### src/rtl/hdr_dec_pkg.sv
package hdr_dec_pkg;
  localparam int WORD_W = 16;
  localparam int OP_W   = 14;
  localparam int KIND_W = 3;
  localparam int ENT_W  = 2 * KIND_W;
  localparam int FMT_W  = 5;
  localparam int COND_W = 5;

  localparam logic [FMT_W-1:0] FMT_NONE   = 5'd0;
  localparam logic [FMT_W-1:0] FMT_REG    = 5'd1;
  localparam logic [FMT_W-1:0] FMT_IMM    = 5'd2;
  localparam logic [FMT_W-1:0] FMT_MEM_LO = 5'd4;
  localparam logic [FMT_W-1:0] FMT_MEM_HI = 5'd19;

  typedef enum logic [KIND_W-1:0] {
    KIND_NONE = 3'd0,
    KIND_REG  = 3'd1,
    KIND_IMM  = 3'd2,
    KIND_MEM  = 3'd4
  } kind_e;

  typedef struct packed {
    logic            lock;
    logic            more;
    logic [OP_W-1:0] opcode;
  } head_word_t;

  typedef struct packed {
    logic              rep;
    logic [COND_W-1:0] cond;
    logic [FMT_W-1:0]  fmt1;
    logic [FMT_W-1:0]  fmt2;
  } tail_word_t;

  typedef enum logic [1:0] {
    ST_HEAD, ST_TAIL, ST_DONE, ST_FAULT
  } state_e;
endpackage

### src/rtl/hdr_sig_lookup.sv
module hdr_sig_lookup
  import hdr_dec_pkg::*;
#(
  parameter int NUM_OPS = 8,
  parameter logic [NUM_OPS*ENT_W-1:0] SIG_TABLE = '0
) (
  input  logic [OP_W-1:0]   opcode_i,
  output logic              known_o,
  output logic [KIND_W-1:0] kind1_o,
  output logic [KIND_W-1:0] kind2_o
);
  assign known_o = opcode_i < OP_W'(NUM_OPS);

  // entry i: {kind1, kind2} at bits [i*ENT_W +: ENT_W]
  always_comb begin
    kind1_o = '0;
    kind2_o = '0;
    for (int i = 0; i < NUM_OPS; i++) begin
      if (opcode_i == OP_W'(i)) begin
        kind1_o = SIG_TABLE[i*ENT_W+KIND_W +: KIND_W];
        kind2_o = SIG_TABLE[i*ENT_W +: KIND_W];
      end
    end
  end
endmodule

### src/rtl/hdr_fmt_check.sv
module hdr_fmt_check
  import hdr_dec_pkg::*;
(
  input  logic [KIND_W-1:0] kind_i,
  input  logic [FMT_W-1:0]  fmt_i,
  output logic              ok_o
);
  always_comb begin
    unique case (kind_i)
      KIND_NONE: ok_o = (fmt_i == FMT_NONE);
      KIND_REG:  ok_o = (fmt_i == FMT_REG);
      KIND_IMM:  ok_o = (fmt_i == FMT_IMM);
      KIND_MEM:  ok_o = (fmt_i >= FMT_MEM_LO) && (fmt_i <= FMT_MEM_HI);
      default:   ok_o = 1'b0;  // undefined kind codes never match
    endcase
  end
endmodule

### src/rtl/hdr_decoder.sv
module hdr_decoder
  import hdr_dec_pkg::*;
#(
  parameter int NUM_OPS = 8,
  parameter logic [NUM_OPS*ENT_W-1:0] SIG_TABLE =
    {6'o22, 6'o14, 6'o41, 6'o12, 6'o11, 6'o40, 6'o10, 6'o00}
) (
  input  logic              clk_i,
  input  logic              rst_ni,
  input  logic              word_valid_i,
  input  logic [WORD_W-1:0] word_i,
  output logic              word_ready_o,
  output logic              hdr_valid_o,
  output logic [OP_W-1:0]   opcode_o,
  output logic              lock_o,
  output logic              rep_o,
  output logic [COND_W-1:0] cond_o,
  output logic [FMT_W-1:0]  fmt1_o,
  output logic [FMT_W-1:0]  fmt2_o,
  output logic              fault_o,
  input  logic              fault_ack_i
);
  state_e     state_q, state_d;
  head_word_t head_w;
  tail_word_t tail_w;
  logic       accept;
  logic [OP_W-1:0]  chk_op;
  logic [FMT_W-1:0] chk_fmt [2];
  logic [KIND_W-1:0] kind [2];
  logic       ok [2];
  logic       known;

  assign head_w = head_word_t'(word_i);
  assign tail_w = tail_word_t'(word_i);

  assign word_ready_o = (state_q == ST_HEAD) || (state_q == ST_TAIL);
  assign hdr_valid_o  = (state_q == ST_DONE);
  assign fault_o      = (state_q == ST_FAULT);
  assign accept       = word_valid_i && word_ready_o;

  // single-word headers are checked with both formats at zero
  always_comb begin
    if (state_q == ST_TAIL) begin
      chk_op     = opcode_o;
      chk_fmt[0] = tail_w.fmt1;
      chk_fmt[1] = tail_w.fmt2;
    end else begin
      chk_op     = head_w.opcode;
      chk_fmt[0] = FMT_NONE;
      chk_fmt[1] = FMT_NONE;
    end
  end

  hdr_sig_lookup #(.NUM_OPS(NUM_OPS), .SIG_TABLE(SIG_TABLE)) i_lookup (
    .opcode_i (chk_op),
    .known_o  (known),
    .kind1_o  (kind[0]),
    .kind2_o  (kind[1])
  );

  for (genvar s = 0; s < 2; s++) begin : g_slot
    hdr_fmt_check i_check (
      .kind_i (kind[s]),
      .fmt_i  (chk_fmt[s]),
      .ok_o   (ok[s])
    );
  end

  always_comb begin
    state_d = state_q;
    unique case (state_q)
      ST_HEAD: if (accept) begin
        if (!known)            state_d = ST_FAULT;
        else if (head_w.more)  state_d = ST_TAIL;
        else if (ok[0] && ok[1]) state_d = ST_DONE;
        else                   state_d = ST_FAULT;
      end
      ST_TAIL: if (accept) state_d = (ok[0] && ok[1]) ? ST_DONE : ST_FAULT;
      ST_DONE:  state_d = ST_HEAD;
      ST_FAULT: if (fault_ack_i) state_d = ST_HEAD;
      default:  state_d = ST_HEAD;
    endcase
  end

  always_ff @(posedge clk_i or negedge rst_ni) begin
    if (!rst_ni) begin
      state_q  <= ST_HEAD;
      opcode_o <= '0;
      lock_o   <= 1'b0;
      rep_o    <= 1'b0;
      cond_o   <= '0;
      fmt1_o   <= '0;
      fmt2_o   <= '0;
    end else begin
      state_q <= state_d;
      if (accept && state_q == ST_HEAD) begin
        opcode_o <= head_w.opcode;
        lock_o   <= head_w.lock;
        rep_o    <= 1'b0;
        cond_o   <= '0;
        fmt1_o   <= '0;
        fmt2_o   <= '0;
      end else if (accept && state_q == ST_TAIL) begin
        rep_o  <= tail_w.rep;
        cond_o <= tail_w.cond;
        fmt1_o <= tail_w.fmt1;
        fmt2_o <= tail_w.fmt2;
      end
    end
  end
endmodule

### config.mk
export PLATFORM = sky130hd
export DESIGN_NAME = hdr_decoder
export DESIGN_NICKNAME = d
export VERILOG_FILES = /design/src/rtl/hdr_dec_pkg.sv /design/src/rtl/hdr_sig_lookup.sv /design/src/rtl/hdr_fmt_check.sv /design/src/rtl/hdr_decoder.sv
export SDC_FILE = /design/constraint.sdc
export NUM_CORES = 1
export LEC_CHECK = 0
export BUFFER_PORTS_ARGS = -buffer_cell sky130_fd_sc_hd__buf_2
export CAP_MARGIN = 30
export CORE_MARGIN = 5
export CORE_UTILIZATION = 45
export CTS_CLUSTER_DIAMETER = 60
export CTS_CLUSTER_SIZE = 30
export DETAILED_ROUTE_END_ITERATION = 8
export HOLD_SLACK_MARGIN = 0.05
export PLACE_DENSITY = 0.75
export SYNTH_ARGS = -nofsm -noshare
export SYNTH_HDL_FRONTEND = slang
export SYNTH_SLANG_ARGS = --single-unit
export TNS_END_PERCENT = 50
### constraint.sdc
create_clock -name clk_i -period 1.5 [get_ports clk_i]
set_input_delay 0.15 -clock clk_i [delete_from_list [all_inputs] [get_ports clk_i]]
set_output_delay 0.15 -clock clk_i [all_outputs]
set_load 0.05 [all_outputs]
==> metrics.log <==
[metrics] clock sink total: 33
[metrics] synth warn: 0
[metrics] Placed Instance Area: 0.002300 mm2
[metrics] via-per-instance ratio: between 5 and 6
[metrics] shortest clock period the worst path allows after layout: 1.686 ns
[metrics] TritonCTS clock tree: yes
[metrics] unrepaired setup endpoints after global routing: true
[metrics] area added between synthesis and finish: 44.66%
[metrics] Initial Utilization: 46.75%
[metrics] launching element type of the critical path: flop
[metrics] classification of the worst setup path: reg -> reg
[metrics] share of final-layout standard cells stronger than drive strength 1: about 56%
[metrics] number of failing hold endpoints at the final stage: 0
[metrics] area of all placed cells without fillers: 0.002476 mm2
[metrics] Final setup viols: 2
[metrics] run status: complete, but fails checks
[metrics] global-route wire length before repair: 7.403 mm
[metrics] depth of the worst register-to-register path: 6
[metrics] hpwl dp: 3.472 mm
[metrics] category of the worst setup path capture point: flop
[metrics] number of DRC violations after detailed-routing iteration 0: between 80 and 90
[metrics] count of maximum capacitance violations: 0
[metrics] Achievable Freq: 0.5930 GHz
[metrics] CTS root buffer: sky130_fd_sc_hd__clkbuf_8
[metrics] Worst EP required: ~1.7 ns
[metrics] setup clock skew after layout: 0.002379 ns
[metrics] worst hold start: word_i[15]
[metrics] number of global-route vias before repair: 1594
[metrics] detailed-route wire length per cell: roughly 15 um
[metrics] Crit. Startpoint: opcode_o[8]$_DFFE_PN0P_
[metrics] worst path arrival time: between 1.5 and 2 ns
[metrics] register clock-pin slew on the reported worst setup and hold paths: 0.07 ns
[metrics] final design utilization: between 60% and 70%
[metrics] fin nets: 279
[metrics] Tot GR Track Use: 18.28%
[metrics] synthesized netlist cell count: ~170
[metrics] most frequent cells in the layout: sky130_fd_sc_hd__buf_2 (52), sky130_fd_sc_hd__nand2_1 (37), sky130_fd_sc_hd__buf_4 (30), sky130_fd_sc_hd__o21ai_0 (22), sky130_fd_sc_hd__dfrtp_1 (18)
[metrics] Cell Area, Synth: 0.001712 mm2
[metrics] final-layout setup total negative slack: -0.2664 ns
[metrics] Pre-Repair DR Iteration Count: 4
[metrics] Critical Path Fanout Max: 5
[metrics] synthesis-stage register bit count: 33
[metrics] sequential element share of the synthesized area: 48.25%
[metrics] placeable core area: 0.003661 mm2
[metrics] area of the die: 0.005137 mm2
[metrics] endpoint with the worst hold slack: lock_o$_DFFE_PN0P_
[metrics] setup slack of the most critical reg-to-reg path: -0.19 ns
[metrics] floorplan die height: 71.68 um
[metrics] slew at the pin with the worst max-slew slack: 0.4017 ns
[metrics] number of H-tree levels: 2
[metrics] antenna violations before repair: 0
[metrics] Final Worst Setup Slack: -0.1862 ns
[metrics] total count of max-transition violations in the final report: 0
[metrics] later-pin clock latency in the skew report: 0.28 ns
[metrics] number of antenna cells inserted: 0
[metrics] endpoint of the worst register-to-register path: state_q[0]$_DFFE_PN0P_
[metrics] TritonCTS Buffers: 5
[metrics] total global routing overflow: 0
[metrics] detailed-route via count: 1610
[metrics] violated checks: setup timing
[metrics] worst slack on hold paths: 0.1303 ns
[metrics] Critical Path Max Stage Delay: 0.42 ns
[metrics] worst hold path type: in -> reg
[metrics] Max Root-Sink Buffers: 2
[metrics] total wire length: 4.672 mm
[metrics] number of rows created at floorplan: 22
[metrics] cell with the biggest individual delay on the critical path: sky130_fd_sc_hd__dfrtp_2
[metrics] post-synth cell types: 42
[metrics] Final period util: 112.4%
[metrics] Avg Cell Area, Syn: 9.837 um2
[metrics] Top Ports: 54
[metrics] most frequent standard cell in the layout excluding fill and tap cells: sky130_fd_sc_hd__buf_2
[metrics] DRC errors left: 0
[metrics] Final GP Congestion: between 0.8 and 0.9
[metrics] worst hold stages: 2
[metrics] Die W: 71.68 um
[metrics] synthesized net count: 194
[metrics] largest net degree at the start of global routing: 27
[metrics] remaining number of nets flagged by the antenna check after routing: 0
[metrics] startpoint of the lowest-slack register-to-register path: opcode_o[8]$_DFFE_PN0P_
[metrics] worst relative slew slack: 73.22%
[metrics] Port Buffer Count: 53
[metrics] cell breakdown of the critical path: nor4_4 -> and4_4 -> a31o_4 -> a21oi_2 -> a311oi_2 -> a22oi_1
==> kinds of logic after synthesis <==
group,share of synthesized area [%]
multiplexers,9.868
flip-flops,48.25
buffers and inverters,5.336
XOR/XNOR,1.024
AND/OR/NAND/NOR,21.20
AO/OA/AOI/OAI,14.33
==> critical path: cells and delay by family (launching register included) <==
family          cells  cell delay (ns)
compound gates      4             0.54
flops               1             0.42
simple gates        2             0.60
==> synth_stat cells <==
cell type | n | area [um2]
sky130_fd_sc_hd__nand2_1 | 37 | 138.9
sky130_fd_sc_hd__buf_4 | 3 | 22.52
sky130_fd_sc_hd__and2_1 | 1 | 6.260
sky130_fd_sc_hd__and2b_1 | 1 | 7.510
sky130_fd_sc_hd__a21oi_1 | 2 | 10.01
sky130_fd_sc_hd__nor4_1 | 4 | 25.02
sky130_fd_sc_hd__o31ai_1 | 1 | 7.510
sky130_fd_sc_hd__a21o_2 | 1 | 8.760
sky130_fd_sc_hd__o21a_1 | 2 | 15.01
sky130_fd_sc_hd__xnor2_1 | 1 | 8.760
sky130_fd_sc_hd__a21o_1 | 1 | 7.510
sky130_fd_sc_hd__a22oi_1 | 1 | 7.510
sky130_fd_sc_hd__nand4_1 | 1 | 6.260
sky130_fd_sc_hd__a2111oi_0 | 1 | 8.760
sky130_fd_sc_hd__inv_1 | 3 | 11.26
sky130_fd_sc_hd__nor3_2 | 1 | 10.01
sky130_fd_sc_hd__clkbuf_1 | 3 | 11.26
sky130_fd_sc_hd__nor4_2 | 1 | 12.51
sky130_fd_sc_hd__nor2_1 | 5 | 18.77
sky130_fd_sc_hd__or3_1 | 1 | 6.260
sky130_fd_sc_hd__nand3_1 | 3 | 15.01
sky130_fd_sc_hd__nand2_2 | 1 | 6.260
sky130_fd_sc_hd__a311oi_1 | 1 | 8.760
sky130_fd_sc_hd__o41ai_1 | 1 | 8.760
sky130_fd_sc_hd__a31oi_1 | 2 | 12.51
sky130_fd_sc_hd__or3_4 | 1 | 11.26
sky130_fd_sc_hd__nand3b_1 | 3 | 22.52
sky130_fd_sc_hd__mux2_2 | 15 | 168.9
sky130_fd_sc_hd__and4_2 | 1 | 10.01
sky130_fd_sc_hd__dfrtp_1 | 33 | 825.8
sky130_fd_sc_hd__nor2b_1 | 1 | 6.260
sky130_fd_sc_hd__o21ai_0 | 22 | 110.1
sky130_fd_sc_hd__nand2b_1 | 3 | 18.77
sky130_fd_sc_hd__o211ai_1 | 3 | 22.52
sky130_fd_sc_hd__clkbuf_8 | 3 | 41.29
sky130_fd_sc_hd__and4b_1 | 1 | 10.01
sky130_fd_sc_hd__buf_2 | 1 | 5.000
sky130_fd_sc_hd__a31o_2 | 1 | 8.760
sky130_fd_sc_hd__xor2_1 | 1 | 8.760
sky130_fd_sc_hd__a2bb2oi_1 | 1 | 8.760
sky130_fd_sc_hd__or4_4 | 1 | 11.26
sky130_fd_sc_hd__nor3_1 | 4 | 20.02
==> how the worst max path moves through the flow <==
stage	end	slack [ns]	cells past startpoint
after floorplan	state_q[0]$_DFFE_PN0P_	-0.13	6
after global placement	state_q[0]$_DFFE_PN0P_	-0.14	6
after detailed placement	state_q[0]$_DFFE_PN0P_	-0.18	6
after CTS	state_q[0]$_DFFE_PN0P_	-0.18	6
after global routing	state_q[0]$_DFFE_PN0P_	-0.30	6
final	state_q[0]$_DFFE_PN0P_	-0.19	6
==> flip-flops by register name, summed over array words and instances (netlist names) <==
signal,flops
rep_o,1
fmt1_o,5
fmt2_o,5
lock_o,1
cond_o,5
state_q,2
opcode_o,14
==> layout make-up <==
cell class                      count  area, um2
Inverter                            3      15.01
Clock inverter                      3      17.52
Multi-Input combinational cell    128      892.1
Timing Repair Buffer               88      578.1
Fill cell                         317       1185
Clock buffer                        5      68.82
Tap cell                           48      60.06
Sequential cell                    33      844.6
==> metrics by stage <==
stage | cells | setup slack, ns
2_1_floorplan | 174 | -0.1283
3_3_place_gp | 297 | -0.1431
3_5_place_dp | 297 | -0.1839
4_1_cts | 306 | -0.1776
5_1_grt | 308 | -0.2956
6_report | 308 | -0.1862
==> layer usage <==
metal	wire [um]	GRT usage, %	up-vias
met5	0	0	-
met4	29	5.428	0
met3	264	5.470	4
met2	2268	29.49	43
met1	2109	23.64	775
li1	-	-	788
==> what timing repair did <==
| action | in CTS | in global routing |
|---|---|---|
| hold buffers | 1 | 0 |
| pin swaps | 0 | 3 |
| setup endpoints to repair | 3 | 4 |
| cloned | 0 | 0 |
| setup buffers | 0 | 2 |
| hold endpoints to repair | 16 | 0 |
| gates resized for setup | 4 | 10 |
Power is not shown: default switching activity piles up to over one toggle a cycle in this logic, so the estimate is an artifact.
